--- src/rtl/bank_dec_pkg.sv ---
package bank_dec_pkg;
  localparam int DEC_ADDR_W = 32;
  localparam int DEC_NBANK  = 4;
endpackage

--- src/rtl/bank_window_regs.sv ---
module bank_window_regs #(
  parameter int ADDR_W = 32,
  parameter int NWIN   = 3,
  parameter int IDX_W  = 2,
  parameter int SZ_W   = 5
) (
  input  logic              clk,
  input  logic              rst_n,
  input  logic              we,
  input  logic [IDX_W-1:0]  idx,
  input  logic              en_in,
  input  logic [ADDR_W-1:0] base_in,
  input  logic [SZ_W-1:0]   szlog_in,
  output logic [NWIN-1:0]   win_en,
  output logic [ADDR_W-1:0] win_base  [NWIN],
  output logic [SZ_W-1:0]   win_szlog [NWIN]
);
  for (genvar w = 0; w < NWIN; w++) begin : g_win
    always_ff @(posedge clk or negedge rst_n) begin
      if (!rst_n) begin
        win_en[w]    <= 1'b0;
        win_base[w]  <= '0;
        win_szlog[w] <= '0;
      end else if (we && (int'(idx) == w)) begin
        win_en[w]    <= en_in;
        win_base[w]  <= base_in;
        win_szlog[w] <= szlog_in;
      end
    end
  end
endmodule

--- src/rtl/bank_window_match.sv ---
module bank_window_match #(
  parameter int ADDR_W = 32,
  parameter int NWIN   = 3,
  parameter int SZ_W   = 5
) (
  input  logic [ADDR_W-1:0] addr,
  input  logic [NWIN-1:0]   win_en,
  input  logic [ADDR_W-1:0] win_base  [NWIN],
  input  logic [SZ_W-1:0]   win_szlog [NWIN],
  output logic [NWIN-1:0]   hit,
  output logic [NWIN-1:0]   upper
);
  localparam logic [ADDR_W-1:0] ONE = ADDR_W'(1);

  for (genvar w = 0; w < NWIN; w++) begin : g_cmp
    logic [ADDR_W-1:0] keep_mask;
    logic [ADDR_W-1:0] half_bit;
    always_comb begin
      keep_mask = {ADDR_W{1'b1}} << win_szlog[w];
      half_bit  = (ONE << win_szlog[w]) >> 1;
      hit[w]    = win_en[w] && (((addr ^ win_base[w]) & keep_mask) == '0);
      upper[w]  = |(addr & half_bit);
    end
  end
endmodule

--- src/rtl/bank_priority_pick.sv ---
module bank_priority_pick #(
  parameter int NBANK = 4
) (
  input  logic [NBANK-2:0] hit,
  output logic [NBANK-1:0] sel
);
  always_comb begin
    sel = '0;
    sel[NBANK-1] = 1'b1;
    for (int b = NBANK - 2; b >= 0; b--) begin
      if (hit[b]) begin
        sel = '0;
        sel[b] = 1'b1;
      end
    end
  end
endmodule

--- src/rtl/bank_addr_decoder.sv ---
module bank_addr_decoder
  import bank_dec_pkg::*;
#(
  parameter int ADDR_W = DEC_ADDR_W,
  parameter int NBANK  = DEC_NBANK,
  localparam int NWIN  = NBANK - 1,
  localparam int IDX_W = $clog2(NBANK),
  localparam int SZ_W  = $clog2(ADDR_W)
) (
  input  logic              clk,
  input  logic              rst_n,
  input  logic              win_we,
  input  logic [IDX_W-1:0]  win_idx,
  input  logic              win_en,
  input  logic [ADDR_W-1:0] win_base,
  input  logic [SZ_W-1:0]   win_szlog,
  input  logic              in_valid,
  output logic              in_ready,
  input  logic [ADDR_W-1:0] in_addr,
  input  logic              in_write,
  output logic              out_valid,
  input  logic              out_ready,
  output logic [NBANK-1:0]  out_cs,
  output logic              out_force_imm,
  output logic [ADDR_W-1:0] out_addr,
  output logic              out_write
);
  logic [NWIN-1:0]   r_en;
  logic [ADDR_W-1:0] r_base  [NWIN];
  logic [SZ_W-1:0]   r_szlog [NWIN];
  logic [NWIN-1:0]   hit, upper;
  logic [NBANK-1:0]  sel;
  logic              force_imm;
  logic              accept;

  bank_window_regs #(.ADDR_W(ADDR_W), .NWIN(NWIN), .IDX_W(IDX_W), .SZ_W(SZ_W)) u_regs (
    .clk(clk), .rst_n(rst_n), .we(win_we), .idx(win_idx), .en_in(win_en),
    .base_in(win_base), .szlog_in(win_szlog),
    .win_en(r_en), .win_base(r_base), .win_szlog(r_szlog)
  );

  bank_window_match #(.ADDR_W(ADDR_W), .NWIN(NWIN), .SZ_W(SZ_W)) u_match (
    .addr(in_addr), .win_en(r_en), .win_base(r_base), .win_szlog(r_szlog),
    .hit(hit), .upper(upper)
  );

  bank_priority_pick #(.NBANK(NBANK)) u_pick (.hit(hit), .sel(sel));

  assign force_imm = in_write && sel[0] && upper[0];
  assign in_ready  = !out_valid || out_ready;
  assign accept    = in_valid && in_ready;

  always_ff @(posedge clk or negedge rst_n) begin
    if (!rst_n) begin
      out_valid     <= 1'b0;
      out_cs        <= '0;
      out_force_imm <= 1'b0;
      out_addr      <= '0;
      out_write     <= 1'b0;
    end else if (accept) begin
      out_valid     <= 1'b1;
      out_cs        <= sel;
      out_force_imm <= force_imm;
      out_addr      <= in_addr;
      out_write     <= in_write;
    end else if (out_ready) begin
      out_valid     <= 1'b0;
      out_cs        <= '0;
      out_force_imm <= 1'b0;
    end
  end
endmodule

--- config.mk ---
export PLATFORM = sky130hd
export DESIGN_NAME = bank_addr_decoder
export DESIGN_NICKNAME = d
export VERILOG_FILES = /design/src/rtl/bank_dec_pkg.sv /design/src/rtl/bank_window_regs.sv /design/src/rtl/bank_window_match.sv /design/src/rtl/bank_priority_pick.sv /design/src/rtl/bank_addr_decoder.sv
export SDC_FILE = /design/constraint.sdc
export NUM_CORES = 1
export LEC_CHECK = 0
export ABC_CLOCK_PERIOD_IN_PS = 3460
export CAP_MARGIN = 5
export CORE_MARGIN = 3
export CORE_UTILIZATION = 55
export CTS_CLUSTER_SIZE = 12
export DETAILED_ROUTE_END_ITERATION = 7
export DONT_BUFFER_PORTS = 1
export PLACE_DENSITY = 0.7
export REMOVE_ABC_BUFFERS = 1
export SYNTH_ARGS = -nofsm -noshare
export SYNTH_HDL_FRONTEND = slang
export SYNTH_HIERARCHICAL = 1
export SYNTH_SLANG_ARGS = --single-unit
--- constraint.sdc ---
create_clock -name clk -period 3.46 [get_ports clk]
set_clock_uncertainty 0.15 [all_clocks]
set_input_delay 0.519 -clock clk [delete_from_list [all_inputs] [get_ports clk]]
set_output_delay 0.519 -clock clk [all_outputs]
set_load 0.02 [all_outputs]
# Yosys cells after proc, flatten, opt, wreduce, memory -nomap -nowiden
# Cells that the tools add are included.
# Widths: inputs -> output; s select.
totals:
  regBits: 153
  in_bits: 78
  out_inout_bits: 40
classes:
  eq_ne: 2
  shift: 4
  muxes: 8
  bitwise: 7
  n_reduce_logical: 17
op_table:
  columns: ["cell", "count"]
  rows:
  - ["$and 32x32->32", 3]
  - ["$logic_not 32->1", 3]
  - ["$shl 32x5->32 const A", 3]
  - ["$xor 32x32->32", 3]
  - ["$and 32x31->32", 1]
  - ["$reduce_or 32->1", 1]
  - ["$shl 1x5->32 const A", 1]
  - ["$mux 4", 5]
  - ["$logic_and 1x1->1", 9]
  - ["$eq 2x2->1 const B", 2]
  - ["$mux 1", 3]
  - ["$logic_not 2->1", 1]
  - ["$reduce_bool 2->1", 1]
  - ["$logic_not 1->1", 1]
  - ["$logic_or 1x1->1", 1]

# Depth between registers and ports, before layout
# Gate-level depths: netlist of the first run.
logic_depth:
  word_depth: 10
  depth_mapped: 11
  ltp_nobuf: 8

# Cells and area by module
# Netlist of the first run, hierarchy kept.
modules_own_cells:
  columns: ["module", "n_inst", "cells_per_inst", "area_each_um2", "seq_area_each_um2"]
  rows:
  - ["bank_window_regs", 1, 243, 4430.5, 2852.7]
  - ["bank_window_match", 1, 451, 3039.2, 0.0]
  - ["bank_addr_decoder", 1, 90, 1580.3, 975.9]
  - ["bank_priority_pick", 1, 4, 28.8, 0.0]

# Least setup slack after synthesis of the first run
# OpenSTA, ideal clock, no wires.
synth_path:
  path_type: "input to register"
  start: "input in_addr[22]"
  end: "register out_cs[1]"
  arrival_time_ns: 2.451
  required_ns: 3.185
  slack_ns: 0.735
  stages: 9
  path_cell_list: "clkbuf_1 -> xnor2_1 -> a41oi_1 -> or4_4 -> a2111oi_4 -> o2111ai_1 -> a21oi_2 -> and2b_2 -> mux2_2"
synth_rtl:
  columns: ["element", "line", "source"]
  rows:
  - ["from (decl)", "bank_addr_decoder.sv:19", "input logic [ADDR_W-1:0] in_addr,"]
  - ["$xor 32x32->32", "bank_window_match.sv:21", "hit[w] = win_en[w] && (((addr ^ win_base[w]) & keep_mask) == '0);"]
  - ["$and 32x32->32", "bank_window_match.sv:21", null]
  - ["$logic_not 32->1", "bank_window_match.sv:21", null]
  - ["$logic_and 1x1->1", "bank_window_match.sv:21", null]
  - ["named net hit[0]", "bank_addr_decoder.sv:31", "logic [NWIN-1:0] hit, upper;"]
  - ["$mux 4", "bank_priority_pick.sv:11", "if (hit[b]) begin"]
  - ["named net sel[1]", "bank_addr_decoder.sv:32", "logic [NBANK-1:0] sel;"]
  - ["$mux 4", "bank_addr_decoder.sv:60", "end else if (accept) begin"]
  - ["to (signal assigned)", "bank_addr_decoder.sv:62", "out_cs <= sel;"]
  - ["to (decl)", "bank_addr_decoder.sv:23", "output logic [NBANK-1:0] out_cs,"]
# The timed path passes the listed nets, and every way through them passes these cells.
# A chain may end at the register's enable or synchronous reset.

# Worst setup path in the final report of the first run
layout_path:
  start: "register u_regs/win_szlog[12] (netlist bit)"
  end: "register out_cs[1]"
layout_via:
  elab_chain_len: 6
layout_lines:
  columns: ["element", "line", "source"]
  rows:
  - ["from (decl)", "bank_window_regs.sv:16", "output logic [SZ_W-1:0] win_szlog [NWIN]"]
  - ["from (signal, indexed assignment)", "bank_window_regs.sv:27", "win_szlog[w] <= szlog_in;"]
  - ["$shl 32x5->32", "bank_window_match.sv:19", "keep_mask = {ADDR_W{1'b1}} << win_szlog[w];"]
  - ["$and 32x32->32", "bank_window_match.sv:21", null]
  - ["$logic_not 32->1", "bank_window_match.sv:21", null]
  - ["$logic_and 1x1->1", "bank_window_match.sv:21", null]
  - ["named net hit[0]", "bank_addr_decoder.sv:31", null]
  - ["$mux 4", "bank_priority_pick.sv:11", null]
  - ["named net sel[1]", "bank_addr_decoder.sv:32", null]
  - ["$mux 4", "bank_addr_decoder.sv:60", null]
# The timed path passes the listed nets, and every way through them passes these cells.

==> reports/results.md, run 1 <==
| Group | Item | This run |
| --- | --- | --- |
| floorplanning | DIE AREA | 0.0169 mm² |
| synth | Mean cell area of the mapped netlist | 12.0 µm² |
| worst setup path | Slowest cell on the critical path | sky130_fd_sc_hd__dfrtp_1 |
| placed design | Routability Congestion | 1.01 |
| timing | Worst slew margin relative to its limit | 0.503 |
| worst setup path | CP dominant cell by count | sky130_fd_sc_hd__nand2_1 |
| placed design | Inst Count DP | 829 |
| power and ir drop | Total power of the final layout | 5.59 mW |
| worst setup path | Sum of buffers and inverters on the critical path | 1 |
| cts | Clock latency reported for the late side of the worst-skew pair | 420 ps |
| power and ir drop | Maximum vdd ir drop | 0.360 mV |
| worst setup path | CP Depth | 9 |
| timing | Min setup slack post-route | 419 ps |
| power and ir drop | Total power per unit cell area | 624 mW/mm² |
| layout | Ratio of cells with drive above 1 in the final layout | 0.313 |
| worst setup path | Kind of end point of the critical path | flip-flop |
| worst setup path | Critical path arrival | 3200 ps |
| layout | Number of nets in the final layout | 742 |
| routing | Routed wire length per instance | 25.2 µm |
| routing | DRT iter0 DRCs | 439 |
| timing | Number of failing setup endpoints in the final timing report | 0 |
| cts | Total CTS buffers | 17 |
| worst setup path | List of cells traversed by the critical path | buf_4 -> nand2_1 -> a21oi_1 -> nand2_1 -> a2111oi_4 -> o2111ai_1 -> a21oi_2 -> and2b_2 -> mux2_2 |
| floorplanning | Core Region | 0.0148 mm² |
| outcome | Violated checks | negative hold slack |
| worst setup path | CP Launch Type | flip-flop |
| cts | Clock tree from TritonCTS | built |
| cts | Post-CTS sizing | 0 |
| global routing | Via count of the first global-routing pass | 5613 |
| global routing | Aggregate global routing overflow | 0 |
| worst setup path | Category of cells accounting for the largest share of critical-path delay | compound AO/OA/AOI/OAI gates |
| power and ir drop | Leakage power | 3.86 nW |
| cts | Number of buffers added for setup after CTS | 0 |
| timing | Hold violation total from the final report | 153 |
| timing | Post-route clock period utilization | 0.879 |
| routing | TritonRoute pass-1 iters | 5 |
| layout | Final standard cell area without fillers | 0.00896 mm² |
| outcome | Run status | finished, violations left |
| layout | Number of inserted diodes | 0 |
| worst setup path | Number of cell instances on the worst register-to-register path | 9 |
| routing | Via total after detailed routing | 5338 |
| cts | CTS max path bufs | 2 |
| routing | Via-to-Cell Ratio | 6.20 |
| layout | Post-synthesis to final-layout area growth | 5.85% |
| timing | Max frequency | 329 MHz |
| timing | RSZ-0062 raised after global routing | no |
| timing | WHS | -361 ps |
| layout | Final standard cell count with taps included and fillers excluded | 861 |
| routing | Met1 routed wirelength after detailed routing | 9.17 mm |
| floorplanning | Die Span Y | 130 µm |
| placed design | Number of I/O port buffers | 0 |
| floorplanning | Number of placed I/O pins | 118 |
| cts | Number of H-tree branching levels | 4 |
| worst setup path | WS Path Type | flip-flop to flip-flop |
| routing | Overall routed net length | 21.7 mm |
| worst setup path | Crit-path max cell delay | 610 ps |
| worst setup path | Biggest fanout along the worst timing path | 23 |
| cts | Cell chosen for the clock root | sky130_fd_sc_hd__clkbuf_16 |
| min path | Type of the tightest min-delay check | primary input to async pin |
| synth | Post-Synthesis Cell Area | 0.00847 mm² |
| synth | Cells after synthesis | 707 |
| routing | Highest routed layer | met4 |
| global routing | Wire length of the first global-routing pass | 33.3 mm |
| worst setup path | Required time at the worst-slack endpoint | 3620 ps |
| routing | Remaining design rule violation count | 0 |
| floorplanning | Count of standard-cell rows | 44 |
| timing | Final total negative setup slack | 0 ps |
| cts | Clock transition time at the flip-flop clock pins of the worst setup and hold paths | 60 ps |
| timing | Max-slew violations | 0 |
| global routing | Number of antenna violations at the first check in global routing | 0 |
| placed design | Placed inst area | 0.00839 mm² |
| routing | DR WL met3 | 1.48 mm |
| cts | Count of clock tree sinks | 153 |
| timing | Minimum period implied by the final worst setup slack | 3040 ps |
| timing | Slew at the pin with the worst max-slew slack | 746 ps |
| global routing | GRT Overall Usage | 0.263 |
| placed design | HPWL reported at the end of detailed placement | 15.4 mm |
| run | Number of maximum-capacitance constraint violations | 0 |
| global routing | Maximum number of pins on one net before global-route repair | 154 |
| placed design | Worst slack, placed | 456 ps |
| floorplanning | Die width | 130 µm |
| layout | Utilization after layout | 0.605 |
| floorplanning | Starting Density | 0.572 |
| routing | Antenna violation net count after detailed routing | 0 |
| synth | Synth warnings | 6 |
| routing | Detailed-routed wire length on met2 | 10.5 mm |
==> worst paths after layout <==
path | slack [ps] | to | start
hold reg to reg | 360 | u_regs/win_base[70] | u_regs/win_base[70]
setup reg to reg | 420 | out_cs[1] | u_regs/win_szlog[12]
setup / recovery | 420 | out_cs[1] | u_regs/win_szlog[12]
min in group clk | 60 | out_valid | in_valid
hold / removal | -360 | u_regs/win_base[49] | rst_n
max in group asynchronous | 3140 | u_regs/win_szlog[14] | rst_n
==> state kept, by name (all words and copies together) (netlist names) <==
register          cells
u_regs/win_base      96
out_cs                4
out_valid             1
out_force_imm         1
u_regs/win_szlog     15
out_addr             32
out_write             1
u_regs/win_en         3
==> metal layers <==
metal | vias to the layer above | track usage
met5 | - | 0
met4 | 0 | 0.0874
met3 | 34 | 0.0688
met2 | 184 | 0.427
met1 | 2729 | 0.347
li1 | 2391 | -
==> cells in the final DEF, fill, tap and decap left out, drive strengths merged, types with 3 or more instances in the layout <==
cell and n:
a2111oi 3, a211oi 3, a21boi 3, a21oi 37
a221oi 4, a31oi 12, a41oi 6, and2b 5
buf 20, clkbuf 23, clkinv 3, dfrtp 153
inv 9, mux2 154, mux2i 6, nand2 23
nand2b 4, nand3 14, nand4 4, nor2 18
nor3 5, nor4 3, o2111ai 3, o211ai 4
o21ai 20, o22ai 4, or2 4, xnor2 46
xor2 50
==> final cells by class <==
class | count | area [µm²]
fillers | 1198 | 5850
well taps | 184 | 230
repair buffers | 20 | 150
inverters | 6 | 22.5
flip-flops and latches | 153 | 3830
clock inverters | 9 | 86.3
clock buffers | 23 | 488
multi-input cells | 466 | 4160
==> where the power goes <==
| part | internal, mW | switching (mW) |
|---|---|---|
| Combinational | 0.678 | 0.637 |
| Clock | 1.07 | 0.738 |
| Sequential | 2.10 | 0.363 |
| Total | 3.85 | 1.74 |
No activity file was read; power rests on OpenSTA's default activity.
==> run 2, diff against run 1 <==
CORE_MARGIN = unset   (was 3)
GPL_ROUTABILITY_DRIVEN = 1   (was unset)
SYNTH_HIERARCHICAL = unset   (was 1)
==> run 2 against run 1 <==
Against the previous run: the flow still finishes with violations (negative hold slack); global-route usage rose by 4.1 points; critical path depth down 3; first-iteration DRC count down 30%; clock-buffer cell count shrank 2; via count rose by 0.22%; register-to-register slack better by 110 ps; die area shrank 11%; cell count shrank 1.6%; power decreased by 2.9%; synthesized cell count fell by 5.7%.
==> reports/results.md, run 2 <==
| Group | Item | This run | Delta |
| --- | --- | --- | --- |
| outcome | Violated checks | negative hold slack | unchanged |
| layout | Sequential cell area in the final layout | 0.00383 mm² | unchanged |
| synth | Compound-Gate Fraction of Synth Area | 0.101 |  |
| cts | Clock latency reported for the late side of the worst-skew pair | 430 ps | was 420 ps |
| timing | Hold violation total from the final report | 153 | unchanged |
| layout | Number of inserted diodes | 0 | unchanged |
| worst setup path | Kind of end point of the critical path | flip-flop | unchanged |
| global routing | Maximum number of pins on one net before global-route repair | 154 | unchanged |
| timing | Max frequency | 342 MHz | was 329 MHz |
| min path | Type of the tightest min-delay check | primary input to async pin | unchanged |
| cts | Post-CTS sizing | 0 | unchanged |
| placed design | HPWL reported at the end of detailed placement | 15.3 mm | was 15.4 mm |
| routing | Highest routed layer | met4 | unchanged |
| global routing | GRT Overall Usage | 0.304 | was 0.263 |
| routing | Via-to-Cell Ratio | 6.32 | was 6.20 |
| cts | Clock transition time at the flip-flop clock pins of the worst setup and hold paths | 60 ps | about the same |
| power and ir drop | Leakage power | 3.46 nW | was 3.86 nW |
| synth | Sequential element share of the synthesized area | 0.480 |  |
| power and ir drop | Maximum vdd ir drop | 0.375 mV | was 0.360 mV |
| placed design | Routability Congestion | 0.968 | was 1.01 |
| synth | Top cells by instance count after synthesis | sky130_fd_sc_hd__dfrtp_1 (153), sky130_fd_sc_hd__mux2_2 (145), sky130_fd_sc_hd__xnor2_1 (57) |  |
| layout | Fillers | 1137 | was 1198 |
| global routing | Number of antenna violations at the first check in global routing | 0 | unchanged |
| layout | Largest Register | u_regs.win_base | was u_regs/win_base |
| layout | Final standard cell count with taps included and fillers excluded | 847 | was 861 |
| timing | Final total negative setup slack | 0 ps | unchanged |
| synth | Top cells by area, synth | sky130_fd_sc_hd__dfrtp_1 (48%), sky130_fd_sc_hd__mux2_2 (20%), sky130_fd_sc_hd__xnor2_1 (6.3%) |  |
| placed design | Worst slack, placed | 585 ps | was 456 ps |
| global routing | Wire length of the first global-routing pass | 32.9 mm | was 33.3 mm |
| cts | CTS max path bufs | 2 | unchanged |
| layout | Ratio of cells with drive above 1 in the final layout | 0.297 | was 0.313 |
| worst setup path | Critical path arrival | 3090 ps | was 3200 ps |
| floorplanning | DIE AREA | 0.0150 mm² | was 0.0169 mm² |
| routing | Routed wire length per instance | 25.1 µm | was 25.2 µm |
| routing | Overall routed net length | 21.3 mm | was 21.7 mm |
| synth | Proportion of register bits with asynchronous set or reset after synthesis | 1.00 |  |
| timing | Minimum period implied by the final worst setup slack | 2930 ps | was 3040 ps |
| global routing | Via count of the first global-routing pass | 5598 | was 5613 |
| synth | Distinct cell type count after synthesis | 68 |  |
| synth | Most frequent cell after synthesis | sky130_fd_sc_hd__dfrtp_1 |  |
| placed design | Inst Count DP | 815 | was 829 |
| routing | Antenna violation net count after detailed routing | 0 | unchanged |
| layout | Most common cell after layout, fill and taps aside | sky130_fd_sc_hd__dfrtp_1 | unchanged |
| cts | Clock tree from TritonCTS | built | unchanged |
| synth | Adder-cell area share of the yosys netlist | 0.00659 |  |
| cts | Cell chosen for the clock root | sky130_fd_sc_hd__clkbuf_16 | unchanged |
| synth | Top cell type's share of synthesized area | 0.480 |  |
| cts | Count of clock tree sinks | 153 | unchanged |
| synth | Area fraction in and, or, nand and nor cells after synthesis | 0.0671 |  |
| floorplanning | Die Span Y | 122 µm | was 130 µm |
| worst setup path | CP Launch Type | flip-flop | unchanged |
| timing | RSZ-0062 raised after global routing | no | unchanged |
| cts | Number of H-tree branching levels | 4 | unchanged |
| synth | XOR/XNOR share of the synthesized area | 0.106 |  |
| synth | Most area-hungry cell type in the Yosys netlist | sky130_fd_sc_hd__dfrtp_1 |  |
| synth | Dominant combinational cell family by area after synthesis | multiplexers |  |
| floorplanning | Number of placed I/O pins | 118 | unchanged |
| cts | Number of buffers added for setup after CTS | 0 | unchanged |
| run | Number of maximum-capacitance constraint violations | 0 | unchanged |
| layout | Number of nets in the final layout | 732 | was 742 |
| worst setup path | WS Path Type | flip-flop to flip-flop | unchanged |
| routing | TritonRoute pass-1 iters | 4 | was 5 |
| outcome | Run status | finished, violations left | unchanged |
| routing | DR WL met3 | 1.49 mm | was 1.48 mm |
| synth | Cells after synthesis | 667 | was 707 |
| synth | Synth warnings | 0 | was 6 |
| routing | Met1 routed wirelength after detailed routing | 8.88 mm | was 9.17 mm |
| floorplanning | Die width | 122 µm | was 130 µm |
| synth | Main flop type after synthesis | sky130_fd_sc_hd__dfrtp_1 |  |
| floorplanning | Starting Density | 0.570 | was 0.572 |
| layout | Largest registers | u_regs.win_base: 96 flops, out_addr: 32 flops, u_regs.win_szlog: 15 flops | was u_regs/win_base: 96 flops, out_addr: 32 flops, u_regs/win_szlog: 15 flops |
| worst setup path | Required time at the worst-slack endpoint | 3620 ps | about the same |
| floorplanning | Core Region | 0.0140 mm² | was 0.0148 mm² |
| routing | Remaining design rule violation count | 0 | unchanged |
| timing | WHS | -371 ps | was -361 ps |
| routing | DRT iter0 DRCs | 309 | was 439 |
| layout | Commonest cells after routing, fill and taps aside | sky130_fd_sc_hd__dfrtp_1 (153), sky130_fd_sc_hd__mux2_2 (145), sky130_fd_sc_hd__xnor2_1 (57) | was sky130_fd_sc_hd__dfrtp_1 (153), sky130_fd_sc_hd__mux2_2 (89), sky130_fd_sc_hd__mux2_4 (59) |
| power and ir drop | Total power of the final layout | 5.43 mW | was 5.59 mW |
| layout | Post-synthesis to final-layout area growth | 8.23% | was 5.85% |
| routing | Detailed-routed wire length on met2 | 10.2 mm | was 10.5 mm |
| synth | Number of flops mapped to enable cells by yosys | 0 |  |
| timing | Max-slew violations | 0 | unchanged |
| power and ir drop | Total power per unit cell area | 629 mW/mm² | was 624 mW/mm² |
| layout | Multi-input logic area | 0.00394 mm² | was 0.00416 mm² |
| placed design | Number of I/O port buffers | 0 | unchanged |
| synth | Post-synthesis register bit count | 153 |  |
| synth | Share of synthesized area spent on multiplexers | 0.212 |  |
| timing | Worst slew margin relative to its limit | 0.484 | was 0.503 |
| timing | Min setup slack post-route | 533 ps | was 419 ps |
| layout | Flip-flop count of the largest register after layout | 96 | unchanged |
| synth | Post-Synthesis Cell Area | 0.00798 mm² | was 0.00847 mm² |
| cts | Total CTS buffers | 17 | unchanged |
| timing | Post-route clock period utilization | 0.846 | was 0.879 |
| routing | Via total after detailed routing | 5350 | was 5338 |
| timing | Slew at the pin with the worst max-slew slack | 774 ps | was 746 ps |
| synth | Mean cell area of the mapped netlist | 12.0 µm² | about the same |
| worst setup path | Biggest fanout along the worst timing path | 22 | was 23 |
| floorplanning | Count of standard-cell rows | 43 | was 44 |
| global routing | Aggregate global routing overflow | 0 | unchanged |
| timing | Number of failing setup endpoints in the final timing report | 0 | unchanged |
==> run 2: changes by cell type in the layout (fill, tap and decap cells not counted), moves of 5 or more <==
| cell | previous run | this run |
|---|---|---|
| sky130_fd_sc_hd__a21oi_1 | 36 | 25 |
| sky130_fd_sc_hd__a22oi_1 | 0 | 7 |
| sky130_fd_sc_hd__a41oi_1 | 6 | 1 |
| sky130_fd_sc_hd__buf_4 | 20 | 8 |
| sky130_fd_sc_hd__mux2_1 | 6 | 0 |
| sky130_fd_sc_hd__mux2_2 | 89 | 145 |
| sky130_fd_sc_hd__mux2_4 | 59 | 0 |
| sky130_fd_sc_hd__nor2_1 | 18 | 13 |
| sky130_fd_sc_hd__o21ai_0 | 19 | 24 |
| sky130_fd_sc_hd__xnor2_1 | 46 | 57 |
| sky130_fd_sc_hd__xor2_1 | 49 | 40 |
==> run 2: per-stage QoR <==
| step | hold slack, ps | instance area, µm² | utilization |
|---|---|---|---|
| after floorplan | 73.4 | 7790 | - |
| after global placement | 77.1 | 8090 | 0.578 |
| after detailed placement | 76.4 | 8090 | 0.578 |
| after CTS | -381 | 8630 | 0.617 |
| after global routing | -392 | 8630 | 0.617 |
| final | -371 | 8630 | 0.617 |
==> run 2: final timing paths <==
path                                       from                   end  slack (ps)  cells after the start
setup / recovery           u_regs.win_szlog[10]             out_cs[2]         530                      6
hold / removal                            rst_n   u_regs.win_base[51]        -370                      0
setup reg to reg           u_regs.win_szlog[10]             out_cs[2]         530                      6
hold reg to reg                u_regs.win_en[0]      u_regs.win_en[0]         360                      1
max in group asynchronous                 rst_n  u_regs.win_szlog[12]        3350                      0
min in group clk                       in_valid             out_valid          50                      1
==> run 2: area by class of cell <==
| type | count | share of cell area |
|---|---|---|
| clock buffer | 21 | 0.0522 |
| inverter | 8 | 0.00348 |
| timing repair buffer | 8 | 0.00696 |
| sequential | 153 | 0.443 |
| tap | 180 | 0.0261 |
| multi-input combinational | 466 | 0.456 |
| clock inverter | 11 | 0.0114 |
==> run 2: kinds of logic after synthesis <==
| logic type | count (synthesis) |
|---|---|
| adders and majority gates | 5 |
| and+or+nand+nor | 94 |
| xor gates and xnor gates | 97 |
| AOI/OAI and AO/OA | 119 |
| buffers and inverters | 48 |
| DFF | 153 |
| muxes | 151 |
==> run 2: critical path, cell delays in order, from the launching register on <==
cell                       delay (ps)
sky130_fd_sc_hd__dfrtp_1          670
sky130_fd_sc_hd__or2_1            480
sky130_fd_sc_hd__o21ai_0          310
sky130_fd_sc_hd__o21ai_0          150
sky130_fd_sc_hd__a211oi_1         490
sky130_fd_sc_hd__nor4_4           140
sky130_fd_sc_hd__o41ai_1          410
==> run 2: layer usage <==
metal / track usage / up-vias
met4: 0.138 / 0
met2: 0.481 / 190
met1: 0.388 / 2726
met5: 0 / -
met3: 0.0832 / 44
li1: - / 2390
==> run 2: power breakdown <==
part / internal [mW] / total (mW) / leakage [nW] / switching (mW)
Clock: 1.01 / 1.75 / 0.263 / 0.746
Combinational: 0.599 / 1.17 / 1.38 / 0.569
Sequential: 2.10 / 2.51 / 1.82 / 0.409
==> run 3, diff against run 2 <==
ABC_AREA = 1   (was unset)
ABC_CLOCK_PERIOD_IN_PS = 2450   (was 3460)
PLACE_DENSITY = 0.73   (was 0.7)
clock period = 2.45 ns   (was 3.46 ns; I/O delays follow)
==> run 3 against run 2 <==
Against the previous run: the flow still finishes with violations (negative hold slack); critical path depth rose by 5; cell count is 72% higher; flip-flop and latch count is the same; core utilization grew 3.1 points; global-route usage increased by 3.5 points; synthesized cell count is 85% higher; register-to-register slack lost 390 ps; via count rose by 49%; first-iteration DRC count grew 140%; sequential share of layout area is 5.5 points lower; hold slack lost 150 ps; non-clock buffer count is 54 higher; critical endpoint is now out_cs[1].
==> reports/results.md, run 3 <==
| Group | Item | This run | Delta |
| --- | --- | --- | --- |
| outcome | Run status | finished, violations left | unchanged |
| outcome | Violated checks | negative hold slack | unchanged |
| worst setup path | Required time at the worst-slack endpoint | 2610 ps | was 3620 ps |
| synth | Top cells by instance count after synthesis | sky130_fd_sc_hd__nand2_1 (462), sky130_fd_sc_hd__o21ai_0 (155), sky130_fd_sc_hd__dfrtp_1 (153) | was sky130_fd_sc_hd__dfrtp_1 (153), sky130_fd_sc_hd__mux2_2 (145), sky130_fd_sc_hd__xnor2_1 (57) |
| power and ir drop | Total power per unit cell area | 827 mW/mm² | was 629 mW/mm² |
| placed design | Routability Congestion | 0.968 | about the same |
| synth | Synth warnings | 0 | unchanged |
| cts | Count of clock tree sinks | 153 | unchanged |
| cts | Clock latency reported for the late side of the worst-skew pair | 440 ps | was 430 ps |
| worst setup path | CP Launch Type | flip-flop | unchanged |
| layout | Commonest cells after routing, fill and taps aside | sky130_fd_sc_hd__nand2_1 (459), sky130_fd_sc_hd__o21ai_0 (155), sky130_fd_sc_hd__dfrtp_1 (151) | was sky130_fd_sc_hd__dfrtp_1 (153), sky130_fd_sc_hd__mux2_2 (145), sky130_fd_sc_hd__xnor2_1 (57) |
| power and ir drop | Internal power | 5.52 mW | was 3.70 mW |
| layout | Final standard cell area without fillers | 0.00986 mm² | was 0.00863 mm² |
| power and ir drop | Maximum vdd ir drop | 0.689 mV | was 0.375 mV |
| cts | CTS max path bufs | 2 | unchanged |
| synth | Post-Synthesis Cell Area | 0.00854 mm² | was 0.00798 mm² |
| power and ir drop | Leakage power | 5.18 nW | was 3.46 nW |
| floorplanning | Die Span Y | 127 µm | was 122 µm |
| min path | Type of the tightest min-delay check | primary input to async pin | unchanged |
| cts | Hold-fix buffer count after cts | 49 |  |
| synth | Top cell type's share of synthesized area | 0.448 | was 0.480 |
| cts | Total CTS buffers | 17 | unchanged |
| synth | Sequential element share of the synthesized area | 0.448 | was 0.480 |
| global routing | Wire length of the first global-routing pass | 40.6 mm | was 32.9 mm |
| floorplanning | Core Region | 0.0152 mm² | was 0.0140 mm² |
| worst setup path | Kind of end point of the critical path | flip-flop | unchanged |
| global routing | Via count of the first global-routing pass | 7545 | was 5598 |
| timing | Post-route clock period utilization | 0.942 | was 0.846 |
| floorplanning | Die width | 127 µm | was 122 µm |
| power and ir drop | Clock Power Share | 0.370 | was 0.323 |
| global routing | Number of antenna violations at the first check in global routing | 0 | unchanged |
| power and ir drop | Share of total power in combinational logic | 0.216 | was 0.215 |
| synth | Most area-hungry cell type in the Yosys netlist | sky130_fd_sc_hd__dfrtp_1 | unchanged |
| routing | TritonRoute pass-1 iters | 5 | was 4 |
| layout | Largest registers | u_regs.win_base: 96 flops, out_addr: 32 flops, u_regs.win_szlog: 15 flops | unchanged |
| layout | Fillers | 1392 | was 1137 |
| layout | Utilization after layout | 0.648 | was 0.617 |
| power and ir drop | Switching share of total power | 0.322 | was 0.318 |
| timing | Max-slew violations | 0 | unchanged |
| layout | Final standard cell count with taps included and fillers excluded | 1459 | was 847 |
| synth | Main flop type after synthesis | sky130_fd_sc_hd__dfrtp_1 | unchanged |
| layout | Number of inserted diodes | 0 | unchanged |
| power and ir drop | Sequential share of power | 0.414 | was 0.462 |
| placed design | Placed inst area | 0.00869 mm² | was 0.00809 mm² |
| cts | Number of H-tree branching levels | 4 | unchanged |
| synth | Post-synthesis register bit count | 153 | unchanged |
| power and ir drop | Total power of the final layout | 8.15 mW | was 5.43 mW |
| routing | Overall routed net length | 26.0 mm | was 21.3 mm |
| synth | Distinct cell type count after synthesis | 23 | was 68 |
| floorplanning | Number of placed I/O pins | 118 | unchanged |
| synth | Top cells by area, synth | sky130_fd_sc_hd__dfrtp_1 (45%), sky130_fd_sc_hd__nand2_1 (20%), sky130_fd_sc_hd__o21ai_0 (9.1%) | was sky130_fd_sc_hd__dfrtp_1 (48%), sky130_fd_sc_hd__mux2_2 (20%), sky130_fd_sc_hd__xnor2_1 (6.3%) |
| timing | RSZ-0062 raised after global routing | no | unchanged |
| worst setup path | Critical path arrival | 2470 ps | was 3090 ps |
| run | Number of maximum-capacitance constraint violations | 0 | unchanged |
| floorplanning | Count of standard-cell rows | 45 | was 43 |
| timing | Minimum period implied by the final worst setup slack | 2310 ps | was 2930 ps |
| timing | Max frequency | 433 MHz | was 342 MHz |
| timing | Min setup slack post-route | 143 ps | was 533 ps |
| synth | Cells after synthesis | 1232 | was 667 |
| timing | Worst slew margin relative to its limit | 0.528 | was 0.484 |
| routing | DRT iter0 DRCs | 747 | was 309 |
| layout | Largest Register | u_regs.win_base | unchanged |
| cts | Clock tree from TritonCTS | built | unchanged |
| timing | Number of failing setup endpoints in the final timing report | 0 | unchanged |
| routing | Via total after detailed routing | 7945 | was 5350 |
| floorplanning | Starting Density | 0.562 | was 0.570 |
| floorplanning | DIE AREA | 0.0160 mm² | was 0.0150 mm² |
| timing | Final total negative setup slack | 0 ps | unchanged |
| synth | Number of flops mapped to enable cells by yosys | 0 | unchanged |
| global routing | GRT Overall Usage | 0.340 | was 0.304 |
| routing | Antenna violation net count after detailed routing | 0 | unchanged |
| timing | Slew at the pin with the worst max-slew slack | 706 ps | was 774 ps |
| routing | Remaining design rule violation count | 0 | unchanged |
| placed design | HPWL reported at the end of detailed placement | 18.9 mm | was 15.3 mm |
| synth | Proportion of register bits with asynchronous set or reset after synthesis | 1.00 | unchanged |
| placed design | Worst slack, placed | 33.9 ps | was 585 ps |
| power and ir drop | Switching component of the power | 2.63 mW | was 1.72 mW |
| layout | Post-synthesis to final-layout area growth | 15.4% | was 8.23% |
| cts | Cell chosen for the clock root | sky130_fd_sc_hd__clkbuf_16 | unchanged |
| synth | Mean cell area of the mapped netlist | 6.94 µm² | was 12.0 µm² |
| timing | Hold violation total from the final report | 153 | unchanged |
| placed design | Number of I/O port buffers | 0 | unchanged |
| layout | Ratio of cells with drive above 1 in the final layout | 0.0480 | was 0.297 |
| worst setup path | WS Path Type | flip-flop to flip-flop | unchanged |
| layout | Number of nets in the final layout | 1338 | was 732 |
| placed design | Inst Count DP | 1380 | was 815 |
| global routing | Aggregate global routing overflow | 0 | unchanged |
| synth | Most frequent cell after synthesis | sky130_fd_sc_hd__nand2_1 | was sky130_fd_sc_hd__dfrtp_1 |
| worst setup path | Biggest fanout along the worst timing path | 7 | was 22 |
| routing | Routed wire length per instance | 17.9 µm | was 25.1 µm |
| global routing | Maximum number of pins on one net before global-route repair | 154 | unchanged |
| timing | WHS | -516 ps | was -371 ps |
| layout | Flip-flop count of the largest register after layout | 96 | unchanged |
| cts | Clock transition time at the flip-flop clock pins of the worst setup and hold paths | 60 ps | about the same |
| layout | Most common cell after layout, fill and taps aside | sky130_fd_sc_hd__nand2_1 | was sky130_fd_sc_hd__dfrtp_1 |
| routing | Via-to-Cell Ratio | 5.45 | was 6.32 |
run 3: cell count changes after synthesis, sizes merged, moves of 16 or more:
cell    previous run  this run
nand2             19       464
mux2             145         0
inv                8       151
o21ai             26       158
nor2              13       103
nand3             10        66
xnor2             57        15
a21oi             27        11
clkbuf            17        33
run 3: per-layer routing:
layer  track usage  routed length (µm)  part of all wire  vias to the layer above
li1              -                   -                 -                     3846
met1         0.451               11400              0.44                     3718
met2         0.551               12000              0.46                      333
met3        0.0650                1790             0.069                       48
met4         0.134                 834             0.032                        0
met5             0                   0                 0                        -
run 3: final cells by class:
cell class | count | area (µm²) | area share
well taps | 188 | 235 | 0.0239
multi-input cells | 873 | 3920 | 0.398
inverters | 153 | 574 | 0.0583
repair buffers | 62 | 626 | 0.0635
flip-flops and latches | 153 | 3830 | 0.389
clock inverters | 10 | 215 | 0.0218
clock buffers | 20 | 457 | 0.0463
run 3: repair_timing:
item                                    in CTS  in global routing
setup buffers                                0                  0
resized for setup                            1                  2
endpoints found under the setup margin       1                  4
endpoints found under the hold margin      250                153
run 3: cell families (layout without fill, tap and decap cells):
family	Yosys count	after routing	synth area share
xor+xnor	53	53	0.0543
compound gates	171	171	0.101
simple gates	649	649	0.302
flops	153	153	0.448
buf+inv	206	245	0.0946
run 3: path summary, 6_finish.rpt:
check / slack [ps] / start / end / cells past startpoint
max: 140 / u_regs.win_szlog[10] / out_cs[1] / 11
min: -520 / rst_n / u_regs.win_base[14] / 0
max reg2reg: 140 / u_regs.win_szlog[10] / out_cs[1] / 11
min reg2reg: 340 / u_regs.win_en[0] / u_regs.win_en[0] / 2
max in group asynchronous: 2500 / rst_n / u_regs.win_base[84] / 0
min in group clk: 10 / win_szlog[0] / u_regs.win_szlog[0] / 2
run 3: worst max-delay path, stage by stage, from the launching register on:
cell	delay (ps)
sky130_fd_sc_hd__dfrtp_1	600
sky130_fd_sc_hd__nor2_2	170
sky130_fd_sc_hd__nor2_1	240
sky130_fd_sc_hd__nand2_1	120
sky130_fd_sc_hd__nand2_1	80
sky130_fd_sc_hd__nand2_1	40
sky130_fd_sc_hd__nor2_1	150
sky130_fd_sc_hd__nand4_1	170
sky130_fd_sc_hd__nor2_2	190
sky130_fd_sc_hd__nor2_2	80
sky130_fd_sc_hd__nand2_1	120
sky130_fd_sc_hd__nand2_1	70
run 3: power by group through the flow:
stage | clock network, mW | registers, mW | logic [mW]
floorplan | 0 | 3.32 | 1.17
global placement | 0 | 3.39 | 1.64
detailed placement | 0 | 3.40 | 1.66
CTS | 3.04 | 3.36 | 1.74
global route | 3.14 | 3.42 | 1.99
finish | 3.01 | 3.37 | 1.76
